<file path="src/rtl/alu8_pkg.sv">
package alu8_pkg;
    localparam int DATA_W = 8;
    localparam int NIB_W  = DATA_W / 2;
    localparam int OP_W   = 4;

    typedef enum logic [OP_W-1:0] {
        OP_NOP  = 4'd0,
        OP_ADC  = 4'd1,
        OP_SBC  = 4'd2,
        OP_CMP  = 4'd3,
        OP_AND  = 4'd4,
        OP_OR   = 4'd5,
        OP_XOR  = 4'd6,
        OP_ASL  = 4'd7,
        OP_ROL  = 4'd8,
        OP_LSR  = 4'd9,
        OP_ROR  = 4'd10,
        OP_INC  = 4'd11,
        OP_DEC  = 4'd12,
        OP_SWAP = 4'd13,
        OP_CLRV = 4'd14,
        OP_IDLE = 4'd15
    } alu_op_e;

    typedef struct packed {
        logic n;
        logic z;
        logic c;
        logic v;
        logic h;
    } flag_set_t;

    typedef struct packed {
        logic [DATA_W-1:0] res;
        logic              res_we;
        flag_set_t         val;
        flag_set_t         we;
    } alu_state_t;
endpackage

</file>
<file path="src/rtl/alu8_addsub.sv">
module alu8_addsub #(
    parameter int W = 8
) (
    input  logic [W-1:0] a_i,
    input  logic [W-1:0] b_i,
    input  logic         invert_i,
    input  logic         cin_i,
    output logic [W-1:0] sum_o,
    output logic         cout_o,
    output logic         ovf_o,
    output logic         half_o
);
    localparam int NW = W / 2;

    logic [W-1:0]  b_eff;
    logic [W:0]    full_sum;
    logic [NW:0]   low_sum;

    always_comb begin
        b_eff    = invert_i ? ~b_i : b_i;
        full_sum = {1'b0, a_i} + {1'b0, b_eff} + {{W{1'b0}}, cin_i};
        low_sum  = {1'b0, a_i[NW-1:0]} + {1'b0, b_eff[NW-1:0]} + {{NW{1'b0}}, cin_i};
        sum_o    = full_sum[W-1:0];
        cout_o   = full_sum[W];
        half_o   = low_sum[NW];
        ovf_o    = (a_i[W-1] == b_eff[W-1]) && (full_sum[W-1] != a_i[W-1]);
    end
endmodule

</file>
<file path="src/rtl/alu8_shift.sv">
module alu8_shift #(
    parameter int W = 8
) (
    input  logic [W-1:0] a_i,
    input  logic         cin_i,
    input  logic         right_i,
    input  logic         use_carry_i,
    output logic [W-1:0] res_o,
    output logic         cout_o
);
    logic fill;

    always_comb begin
        fill = use_carry_i & cin_i;
        if (right_i) begin
            res_o  = {fill, a_i[W-1:1]};
            cout_o = a_i[0];
        end else begin
            res_o  = {a_i[W-2:0], fill};
            cout_o = a_i[W-1];
        end
    end
endmodule

</file>
<file path="src/rtl/alu8_bitops.sv">
module alu8_bitops #(
    parameter int W = 8
) (
    input  logic [W-1:0]          a_i,
    input  logic [W-1:0]          b_i,
    input  alu8_pkg::alu_op_e     op_i,
    output logic [W-1:0]          res_o
);
    localparam int NW = W / 2;

    logic [W-1:0] swapped;

    for (genvar i = 0; i < NW; i++) begin : g_swap
        assign swapped[i]      = a_i[i + NW];
        assign swapped[i + NW] = a_i[i];
    end

    always_comb begin
        unique case (op_i)
            alu8_pkg::OP_AND:  res_o = a_i & b_i;
            alu8_pkg::OP_OR:   res_o = a_i | b_i;
            alu8_pkg::OP_XOR:  res_o = a_i ^ b_i;
            alu8_pkg::OP_INC:  res_o = a_i + {{(W-1){1'b0}}, 1'b1};
            alu8_pkg::OP_DEC:  res_o = a_i - {{(W-1){1'b0}}, 1'b1};
            alu8_pkg::OP_SWAP: res_o = swapped;
            default:           res_o = '0;
        endcase
    end
endmodule

</file>
<file path="src/rtl/alu8_core.sv">
module alu8_core
    import alu8_pkg::*;
(
    input  logic              clk,
    input  logic              rst_n,
    input  logic [OP_W-1:0]   op_i,
    input  logic [DATA_W-1:0] a_i,
    input  logic [DATA_W-1:0] b_i,
    input  logic              c_i,
    input  logic              v_i,
    input  logic              h_i,
    output logic [DATA_W-1:0] res_o,
    output logic              res_we_o,
    output logic              n_o,
    output logic              z_o,
    output logic              c_o,
    output logic              v_o,
    output logic              h_o,
    output logic              n_we_o,
    output logic              z_we_o,
    output logic              c_we_o,
    output logic              v_we_o,
    output logic              h_we_o
);
    alu_op_e           op;
    logic [DATA_W-1:0] add_sum;
    logic              add_co;
    logic              add_ov;
    logic              add_hc;
    logic [DATA_W-1:0] sh_res;
    logic              sh_co;
    logic [DATA_W-1:0] bit_res;
    alu_state_t        st_d;
    alu_state_t        st_q;

    assign op = alu_op_e'(op_i);

    alu8_addsub #(.W(DATA_W)) u_addsub (
        .a_i      (a_i),
        .b_i      (b_i),
        .invert_i (op != OP_ADC),
        .cin_i    ((op == OP_CMP) ? 1'b1 : c_i),
        .sum_o    (add_sum),
        .cout_o   (add_co),
        .ovf_o    (add_ov),
        .half_o   (add_hc)
    );

    alu8_shift #(.W(DATA_W)) u_shift (
        .a_i         (a_i),
        .cin_i       (c_i),
        .right_i     ((op == OP_LSR) || (op == OP_ROR)),
        .use_carry_i ((op == OP_ROL) || (op == OP_ROR)),
        .res_o       (sh_res),
        .cout_o      (sh_co)
    );

    alu8_bitops #(.W(DATA_W)) u_bitops (
        .a_i   (a_i),
        .b_i   (b_i),
        .op_i  (op),
        .res_o (bit_res)
    );

    always_comb begin
        st_d = '0;
        unique case (op)
            OP_ADC, OP_SBC: begin
                st_d.res    = add_sum;
                st_d.res_we = 1'b1;
                st_d.val.c  = add_co;
                st_d.val.v  = add_ov;
                st_d.val.h  = add_hc;
                st_d.we     = '1;
            end
            OP_CMP: begin
                st_d.res   = add_sum;
                st_d.val.c = add_co;
                st_d.we.n  = 1'b1;
                st_d.we.z  = 1'b1;
                st_d.we.c  = 1'b1;
            end
            OP_AND, OP_OR, OP_XOR, OP_INC, OP_DEC, OP_SWAP: begin
                st_d.res    = bit_res;
                st_d.res_we = 1'b1;
                st_d.we.n   = 1'b1;
                st_d.we.z   = 1'b1;
            end
            OP_ASL, OP_ROL, OP_LSR, OP_ROR: begin
                st_d.res    = sh_res;
                st_d.res_we = 1'b1;
                st_d.val.c  = sh_co;
                st_d.we.n   = 1'b1;
                st_d.we.z   = 1'b1;
                st_d.we.c   = 1'b1;
            end
            OP_CLRV: begin
                st_d.we.v = 1'b1;
                st_d.we.h = 1'b1;
            end
            default: st_d = '0;
        endcase
        if (st_d.we.n) begin
            st_d.val.n = st_d.res[DATA_W-1];
            st_d.val.z = (st_d.res == '0);
        end
    end

    always_ff @(posedge clk or negedge rst_n) begin
        if (!rst_n) begin
            st_q <= '0;
        end else begin
            st_q <= st_d;
        end
    end

    assign res_o    = st_q.res;
    assign res_we_o = st_q.res_we;
    assign n_o      = st_q.val.n;
    assign z_o      = st_q.val.z;
    assign c_o      = st_q.val.c;
    assign v_o      = st_q.val.v;
    assign h_o      = st_q.val.h;
    assign n_we_o   = st_q.we.n;
    assign z_we_o   = st_q.we.z;
    assign c_we_o   = st_q.we.c;
    assign v_we_o   = st_q.we.v;
    assign h_we_o   = st_q.we.h;
endmodule

</file>
<file path="config.mk">
export PLATFORM = sky130hd
export DESIGN_NAME = alu8_core
export DESIGN_NICKNAME = d
export VERILOG_FILES = /design/src/rtl/alu8_pkg.sv /design/src/rtl/alu8_addsub.sv /design/src/rtl/alu8_shift.sv /design/src/rtl/alu8_bitops.sv /design/src/rtl/alu8_core.sv
export SDC_FILE = /design/constraint.sdc
export NUM_CORES = 1
export LEC_CHECK = 0
export BUFFER_PORTS_ARGS = -buffer_cell sky130_fd_sc_hd__buf_2
export CAP_MARGIN = 20
export CORE_ASPECT_RATIO = 0.8
export CORE_MARGIN = 2
export CORE_UTILIZATION = 51
export CTS_CLUSTER_DIAMETER = 60
export DETAILED_ROUTE_END_ITERATION = 16
export GPL_TIMING_DRIVEN = 0
export MAX_ROUTING_LAYER = met4
export PLACE_DENSITY = 0.82
export SLEW_MARGIN = 10
export SYNTH_ARGS = -nofsm -noshare
export SYNTH_HDL_FRONTEND = slang
export SYNTH_SLANG_ARGS = --single-unit
</file>
<file path="constraint.sdc">
create_clock -name clk -period 0.8 [get_ports clk]
set_clock_uncertainty 0.1 [all_clocks]
set_input_delay 0.04 -clock clk [delete_from_list [all_inputs] [get_ports clk]]
set_output_delay 0.04 -clock clk [all_outputs]
set_load 0.005 [all_outputs]
</file>
**Word level (Yosys, flattened, before mapping)**

Cells that the tools add are included.

- $add $sub $neg: 6
- Equal/unequal tests: 17
- Mux-type cells: 13
- Bitwise operators: 5
- Reduce and logical (&&, ||, !) cells: 12

Operators by type and width:

| operator | number |
|---|---|
| case mux 8 bit (6 select lines) | 1 |
| == test 4 bit (second input constant) | 7 |
| case mux 8 bit (3 select lines) | 1 |
| == test 4 x 3 -> 1 bit (second input constant) | 4 |
| 2-to-1 mux 8 bit | 2 |
| OR reduction 13 bit | 1 |
| OR reduction 12 bit | 1 |
| adder 8 x 8 -> 9 bit | 1 |
| adder 9 x 1 -> 9 bit | 1 |
| adder 8 x 1 -> 8 bit (second input constant) | 1 |
| AND 8 bit | 1 |
| == test 4 x 2 -> 1 bit (second input constant) | 2 |
| logical NOT 8 bit | 1 |
| 2-to-1 mux 2 bit | 4 |
| NOT 8 bit | 1 |
| OR 8 bit | 1 |
| subtractor 8 x 1 -> 8 bit (second input constant) | 1 |
| XOR 8 bit | 1 |
| OR reduction 7 bit | 1 |
| OR reduction 3 bit | 2 |
| OR reduction 6 bit | 1 |
| adder 4 x 4 -> 5 bit | 1 |
| adder 5 x 1 -> 5 bit | 1 |
| == test 4 x 1 -> 1 bit (second input constant) | 1 |
| other kinds (10) | 14 |

- Register bits after elaboration: 19
- Output and inout bits: 19
- Word-level logic and storage cells: 65

**Depth between registers and ports, before layout**

- Depth in word-level cells: 7
- Mapped depth: 14

**Modules after synthesis**

A second synthesis with hierarchy kept.

- Cells, all modules: 346
- Area total of the unflattened synthesis: 2717.6 um^2

Modules (own cells, without submodules):

| module | instances | cells an instance | area an instance (um^2) | sequential area each (um^2) |
|---|---|---|---|---|
| alu8_core | 1 | 142 | 1163.6 | 425.4 |
| alu8_bitops | 1 | 130 | 955.9 | 0.0 |
| alu8_addsub | 1 | 60 | 459.2 | 0.0 |
| alu8_shift | 1 | 14 | 138.9 | 0.0 |

**Worst setup path after synthesis**

OpenSTA, ideal clock, no wires.

- Path type: input port to flip-flop
- Start point: in op_i[3]
- End point: reg st_q (netlist bit z_o)
- Library setup time: 96 ps
- Arrival time: 3366 ps
- Path slack: -2762 ps
- Stages on the path: 14
- Path buffers: 4
- Cell sequence: buf_2 buf_2 clkbuf_1 nor3_1 buf_1 xnor2_1 fa_1 fa_1 inv_1 o32a_1 nor2_1 a2111o_1 or4b_1 nor4_2

RTL lines:

| element | line | text |
|---|---|---|
| from (decl) | alu8_core.sv:6 | `input logic [OP_W-1:0] op_i,` |
| to (signal assigned) | alu8_core.sv:113 | `st_q <= st_d;` |
| to (decl) | alu8_core.sv:34 | `alu_state_t st_q;` |

==> results.py <==
metrics = {
    "setup_path": {
        "critical_path_buf_inv_count": 6,
        "slowest_stage": "or4b_4",
        "cp_max_fo": 2,
        "worstSetupStartpoint": "op_i[3]",
        "path_cells": "buf_8 > buf_8 > buf_8 > clkbuf_16 > nor3_4 > buf_6 > xnor2_4 > fa_2 > fa_2 > inv_2 > o32a_1 > nor2_1 > a2111o_1 > or4b_4 > nor4_4",
        "crit_arrival_ns": 2.92,
        "cp_top_family": "simple AND/OR/NAND/NOR gates",
        "critPathLaunchType": "input port",
        "max_stage_delay_ns": 0.54,
        "cp.required_ns": 0.85,
        "worstSetupPathType": "input port to flip-flop",
        "crit_top_cell": "buf_8",
        "end_kind": "flip-flop",
    },
    "place": {
        "hpwlAfterDp_mm": 5.46,
        "pre_cts_ws_ns": -2.61,
        "portBuffers": 41,
        "gp_congestion": 1.00,
    },
    "final_layout": {
        "fillers": 352,
        "syn_to_final_growth_pct": 44.4,
        "nets": 422,
        "drive_gt1_share_pct": 39.2,
        "antenna_cells": 0,
    },
    "synthesis": {
        "synthTopCellsByCount": "24 x ha_1, 23 x inv_1, 19 x nor2_1, 17 x dfrtp_1",
        "yosysWarnings": 0,
        "synth_ff_type": "dfrtp_1",
        "avgSynthCellArea_um2": 8.04,
        "synth-seq-cells": 17,
        "async_flop_share_pct": 100,
        "synth.area.top_cells": "dfrtp_1 18%, ha_1 13%, xnor2_1 5.9%",
        "syn_area_um2": 2360,
        "synthesis.instances": 294,
        "synth.most_common_cell": "ha_1",
        "synth-edff-count": 0,
        "yosysSeqAreaShare_pct": 18.0,
        "syn-num-nets": 345,
        "synth_top_area_cell": "dfrtp_1",
        "synth_top_area_share_pct": 18.0,
        "synth_cell_types": 61,
    },
    "clock_tree": {
        "cts.sinks": 17,
        "cts_buffers": 3,
        "cts.clk_slew.worst_paths_ns": 0.05,
        "cts_root_buf": "clkbuf_8",
        "htree_levels": 1,
        "cts_tree": "built",
        "clockBufferDepth": 2,
    },
    "floorplanning": {
        "die_h_um": 64.9,
        "fp.dieArea_um2": 5200,
        "pin_count": 44,
        "rows": 22,
        "fp.dieW_um": 80.1,
        "core_region_area_um2": 4510,
        "start_util_pct": 52.4,
    },
    "sta": {
        "tightest_slew_ns": 0.594,
        "hold_viol": 0,
        "fin_hold_ws_ns": 0.132,
        "slew_headroom_pct": 60.3,
        "drv_slew": 0,
        "post-route-min-period_ns": 2.87,
        "setup_slack_ns": -2.07,
        "setup_viol": 35,
        "grt_setup_unrepaired": "yes",
        "finalCritPeriodShare_pct": 359,
        "max_freq_ghz": 0.348,
    },
    "global_route": {
        "antenna_found_initial": 0,
        "track_usage_pct": 32.7,
        "grt_overflow": 0,
        "grt_pass1_vias": 2541,
        "grt_max_degree": 18,
        "grt_pass1_wl_mm": 12.8,
    },
    "drt": {
        "vias": 2734,
        "drc_errors": 0,
        "viasPerCell": 6.36,
        "ant_nets": 0,
        "first_pass_iters": 5,
        "wire_per_inst_um": 18.7,
        "drtIter0Drc": 293,
        "wl_mm": 8.02,
    },
    "power": {
        "irDropWorstVdd_mv": 0.991,
        "cellPowerDensity_nw_per_um2": 1090,
        "p_leak_nw": 1.52,
    },
    "run_status": {
        "failed_checks": "negative setup slack",
        "outcome": "complete, but fails checks",
    },
    "hold_path": {
        "min_path_type": "input port to async pin",
    },
    "flow_run": {
        "max-cap-violations": 0,
    },
}
-- per-stage QoR --
step	cells	power (mW)	instance area (µm²)	util (%)	TNS [ns]
floorplan	294	2.01	2480	-	-20.21
global placement	395	2.48	2760	61.1	-26.97
detailed placement	395	2.52	2760	61.1	-27.47
CTS	427	3.53	3290	72.8	-22.79
global route	430	3.95	3410	75.6	-24.49
finish	430	3.73	3410	75.6	-22.93
-- cells in the final DEF (no fill, tap or decap), types with 3 or more instances in the layout --
cell	count
nor2_2	3
and2_1	3
buf_8	7
xnor2_1	12
buf_2	35
clkbuf_8	3
a211oi_2	5
ha_2	4
a32o_1	3
nand3_1	6
buf_6	12
ha_1	19
clkbuf_1	7
mux2i_1	7
nor2_1	16
xnor2_2	3
a21oi_4	3
a211o_1	6
o21ai_0	7
a31oi_1	3
buf_4	31
nand2b_1	8
dfrtp_1	17
a21oi_1	11
a22oi_1	4
nor2b_1	5
o22ai_1	4
o211ai_1	7
nand3b_1	5
nor3_1	7
inv_1	20
nand2_1	12
-- flip-flops by register name, summed over array words and instances, names as in the netlist --
name      cells
res_o         8
c_o           1
c_we_o        1
h_o           1
h_we_o        1
n_o           1
n_we_o        1
res_we_o      1
v_o           1
z_o           1
-- area by class of cell --
class | count | area [µm²] | area share (%)
Timing Repair Buffer | 73 | 497 | 14.6
Multi-Input combinational cell | 231 | 2060 | 60.5
Inverter | 23 | 88.8 | 2.60
Clock buffer | 4 | 45.0 | 1.32
Sequential cell | 17 | 425 | 12.5
Buffer | 22 | 216 | 6.34
Tap cell | 60 | 75.1 | 2.20
-- what timing repair did --
action,CTS,global route
hold buffers,1,0
gates resized for setup,59,23
pin swaps,28,26
endpoints found under the hold margin,17,0
buffers inserted,28,4
setup endpoints to repair,36,36
-- routing by layer --
| metal | wire, µm | part of all wire (%) | global-route usage [%] | up-vias |
|---|---|---|---|---|
| met3 | 816 | 10 | 4.60 | 16 |
| met4 | 121 | 1.5 | 7.63 | 0 |
| met5 | 0 | 0 | - | - |
| li1 | - | - | - | 1241 |
| met1 | 3380 | 42 | 43.3 | 1282 |
| met2 | 3700 | 46 | 53.1 | 195 |
-- cells by family (layout without fill, tap and decap cells) --
logic type               after synthesis  in the layout  share of synthesized area [%]
AND/OR/NAND/NOR                       94             94                           23.1
XOR/XNOR                              17             17                           6.30
multiplexers                           9              9                           3.86
AO/OA/AOI/OAI                         85             85                           25.9
flip-flops                            17             17                           18.0
adder cells (fa/ha/maj)               26             26                           14.4
buffers and inverters                 46            122                           8.42
-- worst paths after layout --
kind	endpoint	slack (ns)	cells past startpoint
max in group asynchronous	res_o[7]	0.22	2
worst max-delay path	z_o	-2.07	15
min in group clk	res_we_o	0.13	4
worst min-delay path	res_o[3]	0.13	2
-- where the power goes --
part	internal, mW	switching (mW)
registers	0.957	0.0216
logic	1.02	1.14
clock network	0.352	0.239
(Power assumes the default switching activity.)
